$ cat config.mk
export PLATFORM = sky130hd
export DESIGN_NAME = acc_rotate_unit
export DESIGN_NICKNAME = d
export VERILOG_FILES = /design/src/rtl/rot_pkg.sv /design/src/rtl/rot_bit_unit.sv /design/src/rtl/rot_nibble_unit.sv /design/src/rtl/rot_timer.sv /design/src/rtl/acc_rotate_unit.sv
export SDC_FILE = /design/constraint.sdc
export NUM_CORES = 1
export LEC_CHECK = 0
export BUFFER_PORTS_ARGS = -buffer_cell sky130_fd_sc_hd__buf_2
export CORE_MARGIN = 2
export CORE_UTILIZATION = 47
export CTS_CLUSTER_DIAMETER = 50
export DETAILED_ROUTE_END_ITERATION = 10
export HOLD_SLACK_MARGIN = 0.1
export PLACE_DENSITY = 0.79
export SLEW_MARGIN = 25
export SYNTH_ARGS = -nofsm -noshare
export SYNTH_HDL_FRONTEND = slang
export SYNTH_HIERARCHICAL = 1
export SYNTH_SLANG_ARGS = --single-unit
$ cat constraint.sdc
create_clock -name clk -period 2.2 [get_ports clk]
set_input_delay 0.44 -clock clk [delete_from_list [all_inputs] [get_ports clk]]
set_output_delay 0.44 -clock clk [all_outputs]
set_load 0.01 [all_outputs]
$ cat src/rtl/rot_pkg.sv
package rot_pkg;

  localparam int unsigned BYTE_W = 8;
  localparam int unsigned NIB_W  = BYTE_W / 2;

  typedef enum logic [2:0] {
    OP_ROR  = 3'd0,
    OP_ROL  = 3'd1,
    OP_RORC = 3'd2,
    OP_ROLC = 3'd3,
    OP_NRR  = 3'd4,
    OP_NRL  = 3'd5
  } rot_op_e;

  function automatic logic op_is_valid(input logic [2:0] code);
    return code <= 3'd5;
  endfunction

  function automatic logic op_is_nibble(input logic [2:0] code);
    return code[2];
  endfunction

  // Single-bit rotate; fill is the bit that enters the vacated end.
  function automatic logic [BYTE_W-1:0] rot_right(input logic [BYTE_W-1:0] v,
                                                  input logic fill);
    return {fill, v[BYTE_W-1:1]};
  endfunction

  function automatic logic [BYTE_W-1:0] rot_left(input logic [BYTE_W-1:0] v,
                                                 input logic fill);
    return {v[BYTE_W-2:0], fill};
  endfunction

  typedef struct packed {
    logic [BYTE_W-1:0] acc;
    logic [BYTE_W-1:0] mem;
  } nib_pair_t;

  // Nibble rotation through acc low nibble and both memory nibbles.
  function automatic nib_pair_t nib_rotate(input logic left,
                                           input logic [BYTE_W-1:0] a,
                                           input logic [BYTE_W-1:0] m);
    nib_pair_t r;
    r.acc[BYTE_W-1:NIB_W] = a[BYTE_W-1:NIB_W];
    if (left) begin
      r.acc[NIB_W-1:0]      = m[BYTE_W-1:NIB_W];
      r.mem[BYTE_W-1:NIB_W] = m[NIB_W-1:0];
      r.mem[NIB_W-1:0]      = a[NIB_W-1:0];
    end else begin
      r.acc[NIB_W-1:0]      = m[NIB_W-1:0];
      r.mem[BYTE_W-1:NIB_W] = a[NIB_W-1:0];
      r.mem[NIB_W-1:0]      = m[BYTE_W-1:NIB_W];
    end
    return r;
  endfunction

endpackage

$ cat src/rtl/rot_bit_unit.sv
module rot_bit_unit
  import rot_pkg::*;
(
  input  logic              go_left,
  input  logic              via_carry,
  input  logic [BYTE_W-1:0] data_in,
  input  logic              cin,
  output logic [BYTE_W-1:0] data_out,
  output logic              cout
);

  logic out_bit;
  logic fill_bit;

  // Bit leaving the byte always becomes the new carry.
  assign out_bit  = go_left ? data_in[BYTE_W-1] : data_in[0];
  assign fill_bit = via_carry ? cin : out_bit;

  always_comb begin
    if (go_left) data_out = rot_left(data_in, fill_bit);
    else         data_out = rot_right(data_in, fill_bit);
  end

  assign cout = out_bit;

endmodule

$ cat src/rtl/rot_nibble_unit.sv
module rot_nibble_unit
  import rot_pkg::*;
(
  input  logic              go_left,
  input  logic [BYTE_W-1:0] acc_in,
  input  logic [BYTE_W-1:0] mem_in,
  output logic [BYTE_W-1:0] acc_out,
  output logic [BYTE_W-1:0] mem_out
);

  nib_pair_t res;

  assign res     = nib_rotate(go_left, acc_in, mem_in);
  assign acc_out = res.acc;
  assign mem_out = res.mem;

endmodule

$ cat src/rtl/rot_timer.sv
module rot_timer #(
  parameter int unsigned CNT_W = 4
) (
  input  logic             clk,
  input  logic             rst_n,
  input  logic             load,
  input  logic [CNT_W-1:0] len,
  output logic             busy,
  output logic             done
);

  logic [CNT_W-1:0] remain_q;
  logic             busy_q;
  logic             last_cycle;

  assign last_cycle = busy_q && (remain_q == '0);

  always_ff @(posedge clk) begin
    if (!rst_n) begin
      busy_q   <= 1'b0;
      remain_q <= '0;
    end else if (load && !busy_q) begin
      busy_q   <= 1'b1;
      remain_q <= len - 1'b1;
    end else if (busy_q) begin
      if (last_cycle) busy_q <= 1'b0;
      else            remain_q <= remain_q - 1'b1;
    end
  end

  assign busy = busy_q;
  assign done = last_cycle;

  // Independent elapsed-cycle counter used only by the checks below.
  logic [CNT_W-1:0] elapsed_q;
  logic [CNT_W-1:0] len_q;

  always_ff @(posedge clk) begin
    if (!rst_n) begin
      elapsed_q <= '0;
      len_q     <= '0;
    end else if (load && !busy_q) begin
      elapsed_q <= CNT_W'(1);
      len_q     <= len;
    end else if (busy_q) begin
      elapsed_q <= elapsed_q + 1'b1;
    end
  end

  p_len_match_r8: assert property (@(posedge clk) disable iff (!rst_n)
    done |-> (elapsed_q == len_q));

  p_done_single_r7: assert property (@(posedge clk) disable iff (!rst_n)
    done |=> !done);

  p_done_in_busy_r7: assert property (@(posedge clk) disable iff (!rst_n)
    done |-> busy);

endmodule

$ cat src/rtl/acc_rotate_unit.sv
module acc_rotate_unit
  import rot_pkg::*;
#(
  parameter int unsigned BIT_CYC      = 2,
  parameter int unsigned NIB_FAST_CYC = 10,
  parameter int unsigned NIB_SLOW_CYC = 12
) (
  input  logic       clk,
  input  logic       rst_n,
  input  logic       start,
  input  logic [2:0] op,
  input  logic       mem_fast,
  input  logic [7:0] acc_in,
  input  logic [7:0] mem_in,
  input  logic       carry_in,
  output logic       busy,
  output logic       done,
  output logic [7:0] acc_out,
  output logic [7:0] mem_out,
  output logic       mem_we,
  output logic       carry_out
);

  localparam int unsigned MAX_CYC = (NIB_SLOW_CYC > NIB_FAST_CYC) ? NIB_SLOW_CYC : NIB_FAST_CYC;
  localparam int unsigned CNT_W   = $clog2(MAX_CYC + 1);

  // Operand latch, captured on acceptance.
  logic [2:0]        op_q;
  logic [BYTE_W-1:0] acc_q;
  logic [BYTE_W-1:0] mem_q;
  logic              cy_q;

  logic              accept;
  logic [CNT_W-1:0]  len_sel;

  assign accept = start && !busy && op_is_valid(op);

  always_comb begin
    if (!op_is_nibble(op))  len_sel = CNT_W'(BIT_CYC);
    else if (mem_fast)      len_sel = CNT_W'(NIB_FAST_CYC);
    else                    len_sel = CNT_W'(NIB_SLOW_CYC);
  end

  always_ff @(posedge clk) begin
    if (!rst_n) begin
      op_q  <= 3'd0;
      acc_q <= '0;
      mem_q <= '0;
      cy_q  <= 1'b0;
    end else if (accept) begin
      op_q  <= op;
      acc_q <= acc_in;
      mem_q <= mem_in;
      cy_q  <= carry_in;
    end
  end

  // Datapath units.
  logic [BYTE_W-1:0] bit_acc;
  logic              bit_cy;
  logic [BYTE_W-1:0] nib_acc;
  logic [BYTE_W-1:0] nib_mem;

  rot_bit_unit u_bit (
    .go_left  (op_q[0]),
    .via_carry(op_q[1]),
    .data_in  (acc_q),
    .cin      (cy_q),
    .data_out (bit_acc),
    .cout     (bit_cy)
  );

  rot_nibble_unit u_nib (
    .go_left(op_q[0]),
    .acc_in (acc_q),
    .mem_in (mem_q),
    .acc_out(nib_acc),
    .mem_out(nib_mem)
  );

  rot_timer #(.CNT_W(CNT_W)) u_timer (
    .clk  (clk),
    .rst_n(rst_n),
    .load (accept),
    .len  (len_sel),
    .busy (busy),
    .done (done)
  );

  logic is_nib;
  assign is_nib = op_is_nibble(op_q);

  assign acc_out   = is_nib ? nib_acc : bit_acc;
  assign mem_out   = nib_mem;
  assign carry_out = is_nib ? cy_q : bit_cy;
  assign mem_we    = done && is_nib;

  // Checks next to the logic they guard.
  p_we_with_done_r9: assert property (@(posedge clk) disable iff (!rst_n)
    mem_we |-> done);

  p_nib_keeps_carry_r9: assert property (@(posedge clk) disable iff (!rst_n)
    (done && is_nib) |-> (carry_out == cy_q));

  p_nib_acc_high_r5: assert property (@(posedge clk) disable iff (!rst_n)
    (done && is_nib) |-> (acc_out[BYTE_W-1:NIB_W] == acc_q[BYTE_W-1:NIB_W]));

  p_busy_ignores_start_r10: assert property (@(posedge clk) disable iff (!rst_n)
    (busy && start) |=> ($stable(op_q) && $stable(acc_q) && $stable(mem_q)));

  p_reserved_ignored_r10: assert property (@(posedge clk) disable iff (!rst_n)
    (!busy && start && !op_is_valid(op)) |=> !busy);

  p_bit_carry_is_edge_r1: assert property (@(posedge clk) disable iff (!rst_n)
    (done && !is_nib) |-> (carry_out == (op_q[0] ? acc_q[BYTE_W-1] : acc_q[0])));

  p_reset_quiet_r11: assert property (@(posedge clk)
    !rst_n |=> (!busy && !mem_we));

endmodule

After elaboration in Yosys (flattened, before gate mapping)
Index checks and enable logic that the tools add are counted.

Flip-flop bits (word level): 25. Bits in read-only memories: 0. Bits in latches: 0. Word-level logic and storage cells: 33. Memory bits (writable): 0. Output and inout port bits: 20. Input port bits: 24. Memories: 0.

Eq/ne operators: 1. Add/subtract/negate cells: 2. Bitwise operators: 0. Reduce and logical (&&, ||, !) cells: 9. Muxes and demuxes: 14. Shift-type cells: 0. Magnitude comparators: 1. $mul: 0. Div/mod/pow operators: 0.

Operators with widths (count): $mux W4 (4); $mux W8 (2); $mux W12 (1); $sub A4 B1 Y4 const B (2); $mux W1 (6); $logic_and A1 B1 Y1 (5); $logic_not A4 Y1 (1); $le A3 B3 Y1 const B (1); $mux W3 (1); $ne A2 B1 Y1 const B (1); $reduce_and A2 Y1 (1); $reduce_bool A2 Y1 (1); $logic_not A1 Y1 (1).

Depth between registers and ports, before layout
Depth in word-level cells: 6. Gate-level depth with buffers: 12. Depth with buffers taken out: 9.

Modules after synthesis
Netlist, hierarchy kept.

By module, submodules not included: acc_rotate_unit (instances 1, cells each 100, seq. area each 400.4 µm², area each 944.7 µm²); rot_timer (instances 1, cells each 35, seq. area each 100.1 µm², area each 319.1 µm²); rot_nibble_unit (instances 1, cells each 17, seq. area each 0.0 µm², area each 214.0 µm²); rot_bit_unit (instances 1, cells each 14, seq. area each 0.0 µm², area each 150.1 µm²).

Worst setup path after synthesis
Ideal clock, no wire load.

Path kind: reg2reg. From: register u_timer.busy_q (netlist: u_timer/busy). To: register u_timer.remain_q[2]. Path buffers: 3. Arrival: 2156 ps. Period minus slack after synthesis: 2282 ps. Slack: -82 ps. Library setup time: 126 ps. Stages on the path, launching flop included: 13. Required time: 2074 ps. Cell sequence: dfxtp_1 -> nand2b_4 -> a21oi_2 -> buf_6 -> buf_12 -> nor2b_1 -> buf_6 -> mux2i_1 -> ha_1 -> inv_1 -> a21o_1 -> a32oi_1 -> a21boi_0.

Cells in the longest elaborated chain, start to end: 6. Elaborated cells between the ends (all ways): 9. Classes of those cells: 1 x eq/ne; 1 x mux; 7 x reduce/logical.

Ends and longest elaborated chain: from (decl) (RTL line rot_timer.sv:13) `logic busy_q;`; from (signal assigned) (RTL line rot_timer.sv:20) `busy_q <= 1'b0;`; from (signal assigned) (RTL line rot_timer.sv:23) `busy_q <= 1'b1;`; from (signal assigned) (RTL line rot_timer.sv:26) `if (last_cycle) busy_q <= 1'b0;`; $logic_not A1 Y1 * (RTL line acc_rotate_unit.sv:36) `assign accept = start && !busy && op_is_valid(op);`; $logic_and A1 B1 Y1 * (2 in series) (RTL line acc_rotate_unit.sv:36); via accept (RTL line acc_rotate_unit.sv:33) `logic accept;`; $logic_and A1 B1 Y1 * (RTL line rot_timer.sv:22) `end else if (load && !busy_q) begin`; $ne A2 B1 Y1 (no line) / $reduce_bool A2 Y1 (equally long branches); $reduce_and A2 Y1 (no line); to (signal assigned) (RTL line rot_timer.sv:24) `remain_q <= len - 1'b1;`; to (signal assigned) (RTL line rot_timer.sv:27) `else remain_q <= remain_q - 1'b1;`; to (decl) (RTL line rot_timer.sv:12) `logic [CNT_W-1:0] remain_q;`.

The timed path passes the listed nets; every way through them passes the cells marked *. A chain may end at the register's enable or synchronous reset.

Worst setup path after layout
From: register op_q[0]. To: output acc_out[1].

Cells in the longest elaborated chain, start to end: 2. Elaborated cells between the ends (all ways): 3. Classes of those cells: 3 x mux.

Ends and longest elaborated chain: from (decl) (RTL line acc_rotate_unit.sv:28) `logic [2:0] op_q;`; from (signal assigned) (RTL line acc_rotate_unit.sv:51) `op_q <= op;`; $mux W12 (RTL line rot_pkg.sv:45) `if (left) begin`; via nib_acc[1] (RTL line acc_rotate_unit.sv:61) `logic [BYTE_W-1:0] nib_acc;`; $mux W8 (RTL line acc_rotate_unit.sv:93) `assign acc_out = is_nib ? nib_acc : bit_acc;`; to (decl) (RTL line acc_rotate_unit.sv:18) `output logic [7:0] acc_out,`.

The timed path passes the listed nets, and every way through them passes these cells.

==> impl_metrics.toml <==
[power_and_ir_drop]
p_per_area_nw_per_um2 = 622
fin_total_pwr_mw = 1.16
p_leak_nw = 0.879
ir_worst_vdd_mv = 0.251

[placed_design]
io_buffers = 43
post-place-ws_ns = 0.0871
detailed_place_hpwl_um = 2300
dp_cells = 245
gp_congestion = 0.828
postPlaceCellArea_um2 = 1840

[die]
core_um2 = 3340
start_util = 0.488
core.rowCount = 21
die_w_um = 62.9
io-pin-count = 44
die-area_um2 = 3950
fp.dieH_um = 62.9

[critical_path]
worstSetupStartpointType = "register"
end_kind = "output port"
r2r-end = "u_timer/remain_q[2]$_SDFFE_PN0P_"
r2r_slack_ns = 0.19
path_max_fanout = 24
cp.arrival_ns = 1.66
setup.worst_path.class = "register to output port"
reg2reg_from = "u_timer/busy$_SDFF_PN0_"
critPathRequiredTime_ns = 1.76
reg2reg_depth = 10

[cts]
cts.sinks = 25
clock_latency_ns = 0.32
path_clk_slew_ns = 0.14
cts_buffers = 3
holdBufCountCts = 0
htreeDepth = 1
cts_buffer_depth = 2
cts_tree = "built"
ctsRootBufferMaster = "clkbuf_4"
cts_setup_buffers = 0
cts_resized = 0

[logic_synthesis]
syn-num-nets = 191
netlist_instances = 166
async_flop_share = 0
avgSynthCellArea_um2 = 9.81
syn_area_um2 = 1630
ys.flop_type = "dfxtp_1"
synth_edf_count = 0
yosys_warnings = 6
ys_ff_latch = 25
ys_types = 30
seq_area_frac_synth = 0.307

[global_route]
grt_start_max_net_pins = 29
grt_pass1_wl_um = 5290
grt_overflow_total = 0
antenna_found_initial = 0
grt_pass1_vias = 1177
track_usage = 0.167

[layout]
final_nets = 229
drive_gt1_frac = 0.429
syn2layout_area_growth_pct = 14.6
finalNonFillerCells = 249
antennaDiodeCount = 0
fillers = 313
fin_area_um2 = 1870
final_util = 0.559

[hold_path]
hp-class = "input port to register"
whs_endpoint = "acc_q[7]$_SDFFE_PN0P_"
min_path_cells = 3
min_from = "acc_in[7]"

[timing]
setup_ws_ns = 0.0971
fmax_mhz = 476
fin_crit_ns = 2.10
timing.final.crit_share = 0.956
drv_slew = 0
rsz0062_at_grt = "no"
hold_violations = 0
setup_tns_ns = 0
setup_viol = 0
hold_slack_ns = 0.344
clock_skew_ns = 0.00732

[outcome]
outcome = "finished clean"

[job]
cap_violations = 0

[detailed_routing]
routed-via-count = 1245
ant_nets = 0
drc = 0
dr.pass1.iters = 4
wirelength_um = 3120
first_iter_violations = 65
avgViaCountPerCell = 5.00
post_drt_wl_per_cell_um = 12.5
-- cell usage after synthesis (2+ instances only) --
master	n	area (um2)
nor2b_1	2	12.5
buf_2	4	20.0
a21o_1	2	15.0
inv_1	2	7.51
mux2i_1	23	230
buf_4	4	30.0
nand2_1	40	150
nor2_1	7	26.3
o221a_2	2	22.5
mux2_2	12	135
dfxtp_1	25	500
and2_1	3	18.8
and3_1	2	12.5
buf_6	4	45.0
a21boi_0	2	15.0
mux2_4	18	270
-- worst max-delay path: stages (launching register included) --
cell     delay (ns)
dfxtp_1        0.38
buf_12         0.20
mux2_2         0.35
mux2_2         0.27
buf_2          0.14
-- cell usage in the layout, fill, tap and decap left out, drive strengths merged --
| cell type | instances |
|---|---|
| buf | 47 |
| nand2 | 40 |
| mux2 | 30 |
| dfxtp | 25 |
| mux2i | 23 |
| nor2 | 7 |
| and2 | 3 |
| clkbuf | 3 |
| nor2b | 2 |
| inv | 2 |
| o221a | 2 |
| and3 | 2 |
| a21boi | 2 |
| a21o | 2 |
| a21oi | 2 |
| nand2b | 1 |
| clkinv | 1 |
| o21ai | 1 |
| conb | 1 |
| a31oi | 1 |
| a32oi | 1 |
| o211ai | 1 |
| o31ai | 1 |
| nand3 | 1 |
| a31o | 1 |
| ha | 1 |
-- area by class of cell --
| cell class | instances | area (um2) | share of cell area |
|---|---|---|---|
| multi-input combinational | 125 | 1010 | 0.543 |
| timing repair buffer | 47 | 258 | 0.138 |
| clock buffer | 3 | 22.5 | 0.0121 |
| clock inverter | 1 | 5.00 | 0.00268 |
| tap | 46 | 57.6 | 0.0309 |
| inverter | 2 | 7.51 | 0.00402 |
| sequential | 25 | 502 | 0.269 |
-- power by group --
part	switching [mW]	leakage [nW]	total, mW	internal, mW
clock network	0.138	0.0177	0.206	0.0681
logic	0.183	0.656	0.402	0.219
registers	0.0512	0.206	0.553	0.502
-- flip-flops by register name, indices dropped and copies added, names as in the netlist --
signal and flops:
u_timer/busy 1, mem_q 8, u_timer/remain_q 4, cy_q 1
op_q 3, acc_q 8
-- cell families (layout without fill, tap and decap cells) --
logic type | Yosys count | after routing | share of synthesized area
flip-flops | 25 | 25 | 0.307
adder cells (fa/ha/maj) | 1 | 1 | 0.00769
AND/OR/NAND/NOR | 56 | 56 | 0.147
multiplexers | 53 | 53 | 0.390
buffers and inverters | 16 | 53 | 0.0776
AO/OA/AOI/OAI | 14 | 14 | 0.0676
other | 1 | 1 | 0.00230
-- routing by layer --
metal / wire, um / global-route usage / up-vias
li1: - / - / 640
met1: 1440 / 0.215 / 569
met2: 1490 / 0.280 / 32
met3: 147 / 0.0306 / 4
met4: 39 / 0.0583 / 0
met5: 0 / 0 / -
-- worst max path at each step --
stage	startpoint	endpoint	slack [ns]
after floorplan	u_timer/busy$_SDFF_PN0_	u_timer/remain_q[2]$_SDFFE_PN0P_	0.01
after global routing	op_q[0]$_SDFFE_PN0P_	acc_out[1]	0.03
final	op_q[0]$_SDFFE_PN0P_	acc_out[1]	0.1
after global placement	start	u_timer/remain_q[2]$_SDFFE_PN0P_	0.15
after CTS	op_q[0]$_SDFFE_PN0P_	acc_out[1]	0.08
after detailed placement	start	u_timer/remain_q[2]$_SDFFE_PN0P_	0.09
Note: power is estimated with default switching activity, not from simulation.
